--- config.mk ---
export PLATFORM = sky130hd
export DESIGN_NAME = irq_level_arb
export DESIGN_NICKNAME = d
export VERILOG_FILES = /design/src/rtl/irq_level_arb.sv
export SDC_FILE = /design/constraint.sdc
export NUM_CORES = 1
export LEC_CHECK = 0
export ABC_AREA = 1
export CAP_MARGIN = 20
export CORE_MARGIN = 4
export CORE_UTILIZATION = 30
export CTS_BUF_LIST = sky130_fd_sc_hd__clkbuf_16
export DETAILED_ROUTE_END_ITERATION = 8
export GPL_ROUTABILITY_DRIVEN = 0
export MAX_ROUTING_LAYER = met4
export PLACE_DENSITY = 0.61
export SYNTH_ARGS = -nofsm -noshare
export SYNTH_HDL_FRONTEND = slang
export SYNTH_SLANG_ARGS = --single-unit
--- constraint.sdc ---
create_clock -name clk -period 3.1 [get_ports clk]
set_input_delay 0.31 -clock clk [delete_from_list [all_inputs] [get_ports clk]]
set_output_delay 0.31 -clock clk [all_outputs]
set_load 0.01 [all_outputs]
--- src/rtl/irq_level_arb.sv ---
module irq_level_arb #(
  parameter int N_IRQ = 8,
  parameter int N_AUX = 3,
  localparam int N_SRC = 2 + N_IRQ + N_AUX,
  localparam int IW = $clog2(N_SRC)
) (
  input  logic             clk,
  input  logic             rst_n,
  input  logic             nmi_req,
  input  logic             brk_req,
  input  logic [N_IRQ-1:0] irq_req,
  input  logic [N_AUX-1:0] aux_req,
  input  logic             lvl_we,
  input  logic [N_IRQ-1:0] lvl_wdata,
  input  logic             flag_we,
  input  logic             flag_i_wdata,
  input  logic             flag_ui_wdata,
  input  logic             ack,
  output logic             accept,
  output logic [IW-1:0]    win_idx,
  output logic             flag_i,
  output logic             flag_ui
);
  localparam int IRQ_BASE = 2;
  localparam int AUX_BASE = 2 + N_IRQ;

  logic [N_IRQ-1:0] lvl;
  logic             waiting;
  logic             hit;
  logic [IW-1:0]    sel;

  wire [N_IRQ-1:0] irq_hi = irq_req & lvl & {N_IRQ{~(flag_i & flag_ui)}};
  wire [N_IRQ-1:0] irq_lo = irq_req & ~lvl & {N_IRQ{~flag_i}};
  wire [N_AUX-1:0] aux_ok = aux_req & {N_AUX{~flag_i}};

  always_comb begin
    hit = 1'b0;
    sel = '0;
    for (int j = N_AUX - 1; j >= 0; j--)
      if (aux_ok[j]) begin
        hit = 1'b1;
        sel = IW'(AUX_BASE + j);
      end
    for (int k = N_IRQ - 1; k >= 0; k--)
      if (irq_lo[k]) begin
        hit = 1'b1;
        sel = IW'(IRQ_BASE + k);
      end
    for (int k = N_IRQ - 1; k >= 0; k--)
      if (irq_hi[k]) begin
        hit = 1'b1;
        sel = IW'(IRQ_BASE + k);
      end
    if (brk_req) begin
      hit = 1'b1;
      sel = IW'(1);
    end
    if (nmi_req) begin
      hit = 1'b1;
      sel = '0;
    end
  end

  always_ff @(posedge clk or negedge rst_n) begin
    if (!rst_n) begin
      waiting <= 1'b0;
      accept  <= 1'b0;
      win_idx <= '0;
    end else begin
      accept <= 1'b0;
      if (waiting) begin
        if (ack) waiting <= 1'b0;
      end else if (hit) begin
        waiting <= 1'b1;
        accept  <= 1'b1;
        win_idx <= sel;
      end
    end
  end

  always_ff @(posedge clk or negedge rst_n) begin
    if (!rst_n) begin
      flag_i  <= 1'b1;
      flag_ui <= 1'b1;
    end else if (waiting && ack) begin
      flag_i  <= 1'b1;
      flag_ui <= 1'b1;
    end else if (flag_we) begin
      flag_i  <= flag_i_wdata;
      flag_ui <= flag_ui_wdata;
    end
  end

  always_ff @(posedge clk or negedge rst_n) begin
    if (!rst_n) lvl <= '0;
    else if (lvl_we) lvl <= lvl_wdata;
  end
endmodule


# Word level (Yosys, flattened, before mapping)
# Index checks and enable logic that the tools add are counted.
# word_totals
reg_bits	16
in_bits	28
out_inout_bits	7
word_cells	69
# classes
n_mux	50
bitwise	10
n_reduce_logical	3
# op_table
cell	count
$mux W4	21
$and A8 B8 Y8	4
$mux W1	29
$not A8 Y8	1
$and A3 B3 Y3	1
$not A1 Y1	3
$reduce_and A2 Y1	1
$reduce_bool A2 Y1	1
$and A1 B1 Y1	1
$logic_and A1 B1 Y1	1

# Longest topological paths before layout
# depth
word_depth	25
depth_mapped	21
mapped_depth_nobuf	21

# Worst setup path after synthesis
# OpenSTA, ideal clock, no wires.
# synth_timing
kind	reg2reg
from	register flag_i
to	register win_idx[0]
setup_ns	0.116
arrival_ns	1.542
required_ns	2.984
path_slack_ns	1.442
stages_incl_launch_ff	14
n_path_buf	0
period_less_slack_ns	1.658
cell_sequence	dfstp_2 nand2_2 nand3_1 nand2_1 inv_2 nand3_2 nor2_2 nand3_2 nor4_2 nor2_2 clkinv_4 nor2_1 nand2_1 nand2_1
# synth_via
elab_chain_len	24
elab_cells_between_ends	48
classes_between	mux (41); bitwise (6); reduce/logical (1)
# synth_lines
item	line_no	source
from (decl)	21	output logic flag_i,
from (signal assigned)	89	flag_i <= flag_i_wdata;
$not A1 Y1	33, 34	
$and A3 B3 Y3	34	wire [N_AUX-1:0] aux_ok = aux_req & {N_AUX{~flag_i}};
$mux W1 (3 in series)	40	if (aux_ok[j]) begin
$mux W1 (8 in series)	45	if (irq_lo[k]) begin
$mux W1 (8 in series)	50	if (irq_hi[k]) begin
$mux W1	54	if (brk_req) begin
$mux W1	58	if (nmi_req) begin
$reduce_and A2 Y1 (no line)	n/a	
to (signal assigned)	76	win_idx <= sel;
to (decl)	20	output logic [IW-1:0] win_idx,
# Parallel ways exist; a longest one is shown, timed or not.
# A chain may end at the register's enable or synchronous reset.

# Worst setup path after layout
# layout_timing
from	register flag_i
to	register win_idx[1]
# Same word-level chain as after synthesis.

==> metrics <==
outcome=complete, no violations; Worst Hold Class=reg -> reg; Worst R2R Setup Slack=1250 ps; final wirelength=roughly 2300 um; first-pass GRT wire length=approximately 4100 um; initial antenna violation count=0; setup violators final=0; Yosys reg bits=16; fill count=302; met1 Track Usage GR=0.154; most numerous cell in the Yosys netlist=nand2_1; M3 GR Usage=0.0368; slew of the pin with the lowest slew margin=roughly 750 ps; DR vias/cell=between 4 and 5; Peak VDD IR=0.000191 V; Compound-Gate Fraction of Synth Area=0.111; GRT Total Usage=0.130; Core Region=~0.0029 mm^2; CTS Buf Count=3; post-synth net total=~160; largest family of logic cells by synthesized area=simple AND/OR/NAND/NOR gates; Initial Utilization=0.327; Synth Instances=between 100 and 150; CTS Root Cell=clkbuf_16; Worst EP arrival=between 1500 and 2000 ps; vias=between 900 and 1000; xor and xnor area share after synthesis=0; worst-path cell chain=nand2_2 -> nand3_1 -> nand2_1 -> inv_2 -> nand3_2 -> nor2_2 -> nand3_2 -> nor4_2 -> nor2_2 -> nand2_1 -> o21ai_0; Rel. slew slack=0.498; Worst Path Max Fanout=8; layout cells sized above 1=0.0838; worst clock skew=~1.2 ps; Top Ports=35; Yosys Warn Count=0; antenna cell count=0; top cells by count, synth=nand2_1 (49), nand3_1 (16), dfrtp_1 (14); CP required=3220 ps; number of global-route vias before repair=1024; crit share post-route=0.597; static leakage=0.676 nW; area share of the largest cell type after synthesis=0.376; CTS clock-pin slew for the worst setup and hold paths=50 ps; CTS tree=done; clk sinks=16; CTS Hold Bufs=0; EDFF count, synth=0; drc violations=0; syn avg cell area=about 7 um^2; largest net degree at the start of global routing=17; final net count=approximately 200; Synth Area in Adders=0; RSZ-0062 raised after global routing=false; gr busiest metal=met2; port buffer count=34; Syn-to-layout area delta=48.7%; WS Path Type=reg -> reg; Max Slew Vio Count=0; Hold Fails Final Rpt=0; Worst setup SP type=flip-flop; setup TNS=0 ps; sequential area share after synthesis=0.432; setup bufs post-CTS=0; cts repair resizes=0; crit-path max cell delay=570 ps; ys async rst share=1.00; H-tree Lvls=1; simple-gate share of the synthesized area=0.376; mux cell area share after synthesis=0.0107; top cells by area, synth=dfrtp_1 (38%), nand2_1 (20%), nand3_1 (8.6%); # rows=19; Clk Latency, worst-skew pair=around 250 ps; FF+latch area=between 400 and 500 um^2; power density over the cells=just over 600 mW/mm^2; max-cap violations=0; Die X-Extent=approximately 64 um; type of element capturing the critical path=flip-flop; Fmax achieved=~540 MHz; Pre-Repair DR Iteration Count=4; routed length per instance=~11 um; Antenna Nets Post-Route=0; initial DRC count=24; Max clock buf depth=2; minimum clock period=around 1900 ps; Multi-input gate area=around 460 um^2; Chip Height=63.7 um; predominant post-synthesis flop cell=dfrtp_1; DP HPWL=1930 um; Max stage delay cell, worst path=dfstp_2; placement-stage cell area=around 0.0013 mm^2; M2 GR Usage=0.215; final hold slack=about 480 ps; total gr overflow=0; Finished Cell Area=around 0.0014 mm^2; Mapped Area=932 um^2; die area=between 0.004 and 0.005 mm^2; post-synth cell types=22; Synth area leader=dfrtp_1
critical path, delay by kind of cell, from the launching register on:
family,cells,cell delay (ps)
simple gates,9,990
flops,1,570
compound gates,1,100
buf+inv,1,60
through the flow:
stage	setup slack [ps]	total power, mW	utilization	cells
after floorplan	1440	0.476	-	130
after global placement	1190	0.612	0.458	194
after detailed placement	1160	0.617	0.458	194
after CTS	1210	0.876	0.486	198
after global routing	1090	0.929	0.486	198
final	1250	0.859	0.486	198
final timing paths:
kind                                   end       start  depth (start not counted)
worst max register to register  win_idx[1]      flag_i                         11
min in group asynchronous           accept       rst_n                          1
worst max-delay path            win_idx[1]      flag_i                         11
max in group asynchronous           lvl[5]       rst_n                          1
worst min register to register  win_idx[0]  win_idx[0]                          2
worst min-delay path            win_idx[0]  win_idx[0]                          2
flip-flops by register name, summed over array words and instances (netlist names):
register and count:
waiting 1, flag_ui 1, flag_i 1, lvl 8, win_idx 4, accept 1
cells by family (layout without fill, tap and decap cells):
kind of cell / after synthesis / count (layout)
flip-flops: 16 / 16
buffers and inverters: 16 / 53
multiplexers: 1 / 1
AO/OA/AOI/OAI: 19 / 19
AND/OR/NAND/NOR: 78 / 78
cell type report:
| type | count | share of cell area |
|---|---|---|
| clock inverters | 1 | 0.00271 |
| flip-flops and latches | 16 | 0.291 |
| inverters | 15 | 0.0442 |
| repair buffers | 34 | 0.245 |
| clock buffers | 3 | 0.0542 |
| multi-input cells | 98 | 0.335 |
| well taps | 31 | 0.0280 |
placed cells by master, fill, tap and decap left out:
master            n
mux2i_1           1
o21ai_0          13
clkdlybuf4s50_1  34
o31ai_1           1
dfstp_2           2
nand3_1          16
a31oi_1           3
nand3_2           2
a21oi_1           1
clkinv_4          1
o211ai_1          1
clkbuf_16         3
dfrtp_1          14
nand3b_1          1
nor2_2            2
inv_1            13
nand2_2           1
nand4_1           1
nand2_1          49
inv_2             2
and2_1            1
nor2_1            4
nor4_2            1
layer usage:
metal  vias up  part of all wire
li1        501                 -
met1       422              0.44
met2        27              0.49
met3         3             0.055
met4         0             0.011
met5         -                 0
report_power, final:
| group | internal (mW) | switching (mW) |
|---|---|---|
| registers | 0.260 | 0.0283 |
| logic | 0.151 | 0.169 |
| clock network | 0.171 | 0.0804 |
| total | 0.582 | 0.277 |
No activity file was read; power rests on OpenSTA's default activity.
